**config.mk**
```make
export PLATFORM = sky130hd
export DESIGN_NAME = uart_tx_pre
export DESIGN_NICKNAME = d
export VERILOG_FILES = /design/src/rtl/uart_tx_pkg.sv /design/src/rtl/uart_frame_build.sv /design/src/rtl/uart_bit_timer.sv /design/src/rtl/uart_tx_pre.sv
export SDC_FILE = /design/constraint.sdc
export NUM_CORES = 1
export LEC_CHECK = 0
export ABC_CLOCK_PERIOD_IN_PS = 2700
export CAP_MARGIN = 20
export CORE_ASPECT_RATIO = 1.75
export CORE_MARGIN = 2
export CORE_UTILIZATION = 40
export CTS_CLUSTER_DIAMETER = 80
export DETAILED_ROUTE_END_ITERATION = 8
export PLACE_DENSITY = 0.68
export SLEW_MARGIN = 20
export SYNTH_ARGS = -nofsm -noshare
export SYNTH_HDL_FRONTEND = slang
export SYNTH_HIERARCHICAL = 1
export SYNTH_SLANG_ARGS = --single-unit
```
**constraint.sdc**
```tcl
create_clock -name clk_i -period 2.7 [get_ports clk_i]
set_input_delay 0.405 -clock clk_i [delete_from_list [all_inputs] [get_ports clk_i]]
set_output_delay 0.405 -clock clk_i [all_outputs]
set_load 0.02 [all_outputs]
```
**src/rtl/uart_tx_pkg.sv**
```systemverilog
package uart_tx_pkg;
  typedef enum logic [1:0] {PAR_NONE, PAR_EVEN, PAR_ODD} parity_e;
  typedef enum logic [1:0] {ST_IDLE, ST_PRE, ST_FRAME} tx_state_e;

  function automatic int frame_bits(input int dw, input parity_e par, input int sw);
    return 1 + dw + ((par == PAR_NONE) ? 0 : 1) + sw;
  endfunction
endpackage

```
**src/rtl/uart_frame_build.sv**
```systemverilog
module uart_frame_build #(
  parameter int DATA_W = 8,
  parameter uart_tx_pkg::parity_e PARITY = uart_tx_pkg::PAR_NONE,
  parameter int STOP_W = 1,
  localparam int FRAME_W = uart_tx_pkg::frame_bits(DATA_W, PARITY, STOP_W)
) (
  input  logic [DATA_W-1:0]  data_i,
  output logic [FRAME_W-1:0] frame_o
);
  // bit 0 leaves the line first
  generate
    if (PARITY == uart_tx_pkg::PAR_NONE) begin : g_nopar
      assign frame_o = {{STOP_W{1'b1}}, data_i, 1'b0};
    end else begin : g_par
      logic par_bit;
      assign par_bit = (^data_i) ^ (PARITY == uart_tx_pkg::PAR_ODD);
      assign frame_o = {{STOP_W{1'b1}}, par_bit, data_i, 1'b0};
    end
  endgenerate
endmodule

```
**src/rtl/uart_bit_timer.sv**
```systemverilog
module uart_bit_timer #(
  parameter int TICKS = 16,
  localparam int CNT_W = (TICKS > 1) ? $clog2(TICKS) : 1
) (
  input  logic clk_i,
  input  logic rst_ni,
  input  logic restart_i,
  input  logic run_i,
  input  logic tick_i,
  output logic bit_end_o
);
  localparam logic [CNT_W-1:0] LAST = CNT_W'(TICKS - 1);

  logic [CNT_W-1:0] cnt_q;

  assign bit_end_o = run_i && tick_i && (cnt_q == LAST);

  always_ff @(posedge clk_i or negedge rst_ni) begin
    if (!rst_ni)                cnt_q <= '0;
    else if (restart_i)         cnt_q <= '0;
    else if (run_i && tick_i)   cnt_q <= (cnt_q == LAST) ? '0 : cnt_q + 1'b1;
  end

  p_cnt_range_r7: assert property (@(posedge clk_i) disable iff (!rst_ni)
    cnt_q <= LAST);
  p_no_tick_hold_r7: assert property (@(posedge clk_i) disable iff (!rst_ni)
    !tick_i && !restart_i |=> $stable(cnt_q));
endmodule

```
**src/rtl/uart_tx_pre.sv**
```systemverilog
module uart_tx_pre #(
  parameter int DATA_W = 8,
  parameter uart_tx_pkg::parity_e PARITY = uart_tx_pkg::PAR_NONE,
  parameter int STOP_W = 1,
  parameter int TICKS_PER_BIT = 16
) (
  input  logic              clk_i,
  input  logic              rst_ni,
  input  logic              baud_tick_i,
  input  logic              valid_i,
  input  logic [DATA_W-1:0] data_i,
  input  logic              sob_i,
  input  logic              pre_i,
  output logic              ready_o,
  output logic              txd_o,
  output logic              busy_o
);
  import uart_tx_pkg::*;

  localparam int FRAME_W = frame_bits(DATA_W, PARITY, STOP_W);
  localparam int BC_W = $clog2(FRAME_W);
  localparam logic [BC_W-1:0] BC_TOP = BC_W'(FRAME_W - 1);

  tx_state_e          state_q;
  logic [FRAME_W-1:0] shreg_q, hold_q, frame_in;
  logic [BC_W-1:0]    bit_cnt_q;
  logic               bit_end, last_bit, accept, want_pre;

  uart_frame_build #(.DATA_W(DATA_W), .PARITY(PARITY), .STOP_W(STOP_W)) i_build (
    .data_i (data_i),
    .frame_o(frame_in)
  );

  uart_bit_timer #(.TICKS(TICKS_PER_BIT)) i_timer (
    .clk_i    (clk_i),
    .rst_ni   (rst_ni),
    .restart_i(accept),
    .run_i    (busy_o),
    .tick_i   (baud_tick_i),
    .bit_end_o(bit_end)
  );

  assign busy_o   = (state_q != ST_IDLE);
  assign last_bit = (bit_cnt_q == '0);
  assign ready_o  = (state_q == ST_IDLE) || (state_q == ST_FRAME && last_bit && bit_end);
  assign accept   = valid_i && ready_o;
  assign want_pre = sob_i && pre_i;
  assign txd_o    = shreg_q[0];

  always_ff @(posedge clk_i or negedge rst_ni) begin
    if (!rst_ni) begin
      state_q   <= ST_IDLE;
      shreg_q   <= '1;
      hold_q    <= '1;
      bit_cnt_q <= '0;
    end else if (accept) begin
      bit_cnt_q <= BC_TOP;
      if (want_pre) begin
        state_q <= ST_PRE;
        shreg_q <= '1;
        hold_q  <= frame_in;
      end else begin
        state_q <= ST_FRAME;
        shreg_q <= frame_in;
      end
    end else if (bit_end) begin
      if (!last_bit) begin
        shreg_q   <= {1'b1, shreg_q[FRAME_W-1:1]};
        bit_cnt_q <= bit_cnt_q - 1'b1;
      end else if (state_q == ST_PRE) begin
        state_q   <= ST_FRAME;
        shreg_q   <= hold_q;
        bit_cnt_q <= BC_TOP;
      end else begin
        state_q <= ST_IDLE;
        shreg_q <= '1;
      end
    end
  end

  p_idle_mark_r1: assert property (@(posedge clk_i) disable iff (!rst_ni)
    !busy_o |-> txd_o && ready_o);
  p_start_low_r2: assert property (@(posedge clk_i) disable iff (!rst_ni)
    accept && !want_pre |=> !txd_o);
  p_pre_mark_r4: assert property (@(posedge clk_i) disable iff (!rst_ni)
    state_q == ST_PRE |-> txd_o);
  p_pre_enter_r4: assert property (@(posedge clk_i) disable iff (!rst_ni)
    accept && want_pre |=> state_q == ST_PRE);
  p_no_pre_mid_r5: assert property (@(posedge clk_i) disable iff (!rst_ni)
    accept && !sob_i |=> state_q == ST_FRAME);
  p_hold_line_r7: assert property (@(posedge clk_i) disable iff (!rst_ni)
    busy_o && !baud_tick_i |=> $stable(txd_o));
  p_busy_after_r9: assert property (@(posedge clk_i) disable iff (!rst_ni)
    accept |=> busy_o);
endmodule

```
# Yosys cells after proc, flatten, opt, wreduce, memory -nomap -nowiden
# Index checks and enable logic that the tools add are counted.
# op_classes
addsub	2
eq_ne	4
muxes	17
n_reduce_logical	16
# ops
op	n
2-to-1 mux 4 bit	7
2-to-1 mux 9 bit	3
2-to-1 mux 10 bit	2
2-to-1 mux 2 bit	5
nonzero test 2 bit	4
logical AND 1 bit	6
AND reduction 2 bit	3
adder 4 x 1 -> 4 bit (second input constant)	1
== test 4 bit (second input constant)	1
logical NOT 4 bit	1
subtractor 4 x 1 -> 4 bit (second input constant)	1
inequality test 3 x 1 -> 1 bit (second input constant)	1
== test 2 x 1 -> 1 bit (second input constant)	1
== test 2 bit (second input constant)	1
logical NOT 2 bit	1
logical OR 1 bit	1
# totals
regBits	29
in_bits	14
output_inout_bits	3
elab_cells	44

# Longest topological paths before layout
# depth
word_depth	8
mapped_depth	11
ltp_nobuf	7

# Cells and area by module
# Netlist, hierarchy kept.
# by_module_without_submodules
mod	n_inst	cells_each	area_per_inst_um2	seq_area_each_um2
uart_tx_pre	1	159	1609.0	675.6
uart_bit_timer	1	23	203.9	100.1
uart_frame_build	1	12	82.6	0.0

# Least setup slack after synthesis
# Ideal clock, no wire load.
# synth_timing
kind	flip-flop to flip-flop
start	register state_q[1]
end	register hold_q[0]
setup_time_ps	82
arrival_ps	2301
required_time_ps	2618
slack_ps	317
path_stages_with_launch	11
n_path_buf	3
cell_sequence	dfrtp_1 -> buf_2 -> clkbuf_1 -> or2_2 -> nand2_1 -> nor2_1 -> nand4bb_4 -> a21oi_2 -> and2_4 -> buf_12 -> mux2_4
# synth_between
elab_chain_len	7
word_cells_on_any_way	10
cone_classes	1 x eq/ne; 9 x reduce/logical
# synth_rtl
item	line_no	text
start: declaration	uart_tx_pre.sv:24	tx_state_e state_q;
start signal: assignment	uart_tx_pre.sv:52	state_q <= ST_IDLE;
start signal: assignment	uart_tx_pre.sv:59	state_q <= ST_PRE;
start signal: assignment	uart_tx_pre.sv:63	state_q <= ST_FRAME;
nonzero test 2 bit	uart_tx_pre.sv:43	assign busy_o = (state_q != ST_IDLE);
via busy_o	uart_tx_pre.sv:16	output logic busy_o
logical AND 1 bit (2 in series)	uart_bit_timer.sv:16	assign bit_end_o = run_i && tick_i && (cnt_q == LAST);
via bit_end	uart_tx_pre.sv:27	logic bit_end, last_bit, accept, want_pre;
logical AND 1 bit	uart_tx_pre.sv:45	assign ready_o = (state_q == ST_IDLE) || (state_q == ST_FRAME && last_bit && bit_end);
logical OR 1 bit	uart_tx_pre.sv:45	
logical AND 1 bit	uart_tx_pre.sv:46	assign accept = valid_i && ready_o;
AND reduction 2 bit (no line)	--	
end signal: assignment	uart_tx_pre.sv:61	hold_q <= frame_in;
end: declaration	uart_tx_pre.sv:25	logic [FRAME_W-1:0] shreg_q, hold_q, frame_in;
# The timed path passes the listed nets, and every way through them passes these cells.
# A chain may end at the register's enable or synchronous reset.

# Final worst setup path
# layout_timing
start	input port baud_tick_i
end	output port ready_o
# layout_between
elab_chain_len	4
# layout_rtl
item	line_no	text
start: declaration	uart_tx_pre.sv:9	input logic baud_tick_i,
logical AND 1 bit (2 in series)	uart_bit_timer.sv:16	
via bit_end	uart_tx_pre.sv:27	
logical AND 1 bit	uart_tx_pre.sv:45	
logical OR 1 bit	uart_tx_pre.sv:45	
end: declaration	uart_tx_pre.sv:14	output logic ready_o,
# The timed path passes the listed nets, and every way through them passes these cells.

==> impl_results.md <==
* Status: complete, no violations
* Worst Setup End Kind: output pin
* Post-synth EDFFs at 0
* Die ar. at ~5300 um2
* Min Hold Slack at roughly 500 ps
* Post-synth cell types at between 40 and 50
* Crit-path cells: clkdlybuf4s50_1, nand2_1, nor2_2, nand4bb_4, a21oi_1, clkdlybuf4s50_1
* Period minus WS final at 2570 ps
* Crit-path slowest cell: clkdlybuf4s50_1
* Total CTS buffers at 5
* Initial DRT Pass Iterations at 4
* Largest net degree at the start of global routing at 32
* Placed Instances at around 250
* Setup violators final at 0
* Placer Congestion at 0.851
* Fin crit share at 0.951
* Clock latency on the worst-skew pair at slightly below 300 ps
* CTS tree: done
* Power after layout at ~0.0017 W
* Top Ports at 17
* CP Launch Type: input port
* Asr flop ratio synth at 1.00
* DR WL/cell at between 15 and 20 um
* All-Layer GR Usage at 0.172
* Hold-fix buffers, CTS at 0
* Relative slew slack at 0.641
* Crit path top cell by count: clkdlybuf4s50_1
* First-pass GRT wire length at 7070 um
* Crit path max fanout at 4
* Final ANT Viol Nets at 0
* Most used DFF post-synth: dfstp_2
* Grt total ovfl at 0
* Vias in the first global route at about 1500
* Synth Cell Area at 1900 um2
* Most frequent cells in the layout: 33 x nand2_1, 20 x dfstp_2, 16 x clkdlybuf4s50_1
* Drt drc at 0
* Vias post-DR at about 1500
* WP data arrival at about 2200 ps
* Syn_nets at 210
* Clock tree root buffer cell: clkbuf_8
* DP HPWL at around 2900 um
* Vias per cell at 5.80
* Non-Filler Instances at about 260
* Synthesis-to-layout area growth at 13.3%
* Post-CTS Setup Bufs at 0
* Share of the yosys chip area belonging to registers at 0.409
* CTS clk-pin slew, worst paths at about 60 ps
* CP delay by family, top: buffers and inverters
* Crit path kind: input port to output pin
* TNS Setup at 0 ps
* Total routed wirelength at ~4200 um
* Fin nets at around 220
* Gate Count Post-Synth at ~190
* Starting Density at 0.410
* IO buf count at 16
* Worst-Margin Slew at 537 ps
* Commonest non-fill, non-tap cell in the layout: nand2_1
* Layout cells sized above 1 at 0.275
* Chip Height at around 95 um
* Maxcap violations at 0
* Antenna cells at 0
* H-Tree Depth at 2
* Register bit total from synthesis at 30
* Final Hold Vio Count at 0
* Die width at between 50 and 60 um
* Ys Warns at 6
* Mean area per synthesized cell at 9.77 um2
* Unrepaired setup endpoints after global routing: false
* Worst-case clock skew at around 6.7 ps
* Power Density at around 770 nW/um2
* CTS Buffer Depth at 2
* CP Buf/Inv Count at 2
* FP Rows at 33
* P_leak at slightly above 0.8 nW
* CP peak stage delay at between 600 and 700 ps
* Worst EP required at 2300 ps
* Final Max Slew Viols at 0
* Clk sinks at 30
* HP Class: input port to async pin
* Post-CTS sizing at 0
* Initial antenna violation count at 0
* Max Clk Rate at around 390 MHz
* VDD IR-drop max at about 0.42 mV
* Core footprint at roughly 4600 um2
* Initial DRC count at 42
-- sequential cells by signal (all words and copies together) (netlist names) --
name           cells
shreg_q           10
state_q            2
i_timer/cnt_q      4
bit_cnt_q          4
hold_q            10
-- power breakdown --
part / internal, W / leakage (nW) / switching, W / total, W
sequential: 0.000644 / 0.331 / 0.000116 / 0.000760
combinational: 0.000269 / 0.435 / 0.000253 / 0.000521
clock: 0.000205 / 0.0482 / 0.000170 / 0.000375
total: 0.00112 / 0.814 / 0.000539 / 0.00166
-- Yosys cell counts (2+ instances only) --
cell	count	share of area
o211ai_1	8	0.032
a21oi_1	9	0.024
nor3b_1	2	0.0079
o22ai_1	8	0.026
buf_4	13	0.051
mux2i_1	2	0.011
o21ai_0	10	0.026
dfstp_2	20	0.28
buf_2	2	0.0053
nand2_1	33	0.065
dfrtp_1	10	0.13
inv_1	2	0.0040
nand3_1	5	0.013
clkbuf_1	6	0.012
or2_2	2	0.0066
or3b_1	3	0.014
nand2b_1	2	0.0066
nor3_1	3	0.0079
conb_1	2	0.0040
ha_1	2	0.013
mux2_4	9	0.071
nor2_1	6	0.012
o311ai_0	8	0.037
mux2_2	2	0.012
o2bb2ai_1	8	0.037
-- cells by family after synthesis --
| family | Yosys count | share of synthesized area |
|---|---|---|
| other cells | 2 | 0.00396 |
| buf+inv | 25 | 0.0851 |
| flops | 30 | 0.409 |
| mux | 13 | 0.0937 |
| simple gates | 64 | 0.180 |
| compound gates | 57 | 0.210 |
| xor+xnor | 1 | 0.00462 |
| fa+ha+maj | 2 | 0.0132 |
-- worst paths after layout --
path | depth (start not counted) | slack [ps] | endpoint | from
min | 2 | 500 | i_timer/cnt_q[2] | rst_ni
min reg2reg | 2 | 500 | shreg_q[6] | shreg_q[7]
max reg2reg | 8 | 550 | bit_cnt_q[3] | i_timer/cnt_q[0]
max in group asynchronous | 2 | 1870 | hold_q[1] | rst_ni
max | 6 | 130 | ready_o | baud_tick_i
min in group clk_i | 2 | 500 | shreg_q[6] | shreg_q[7]
-- layer usage --
metal / vias to the layer above / track usage / share of wire
met5: - / 0 / 0
met4: 0 / 0.0992 / 0.035
met3: 10 / 0.0312 / 0.029
met2: 21 / 0.316 / 0.52
met1: 742 / 0.181 / 0.42
li1: 728 / - / -
-- stage by stage --
stage           util  area [um2]  setup WS, ps
2_1_floorplan      -        1900           317
3_3_place_gp   0.445        2060           117
3_5_place_dp   0.445        2060           148
4_1_cts        0.464        2150           127
5_1_grt        0.464        2150          38.7
6_report       0.464        2150           133
-- cell type report --
class | instances | area, um2
Fill cell | 456 | 2480
Tap cell | 52 | 65.1
Timing Repair Buffer | 27 | 243
Inverter | 3 | 11.3
Clock inverter | 1 | 5.00
Multi-Input combinational cell | 139 | 961
Sequential cell | 30 | 776
Clock buffer | 7 | 86.3
(Power assumes the default switching activity.)
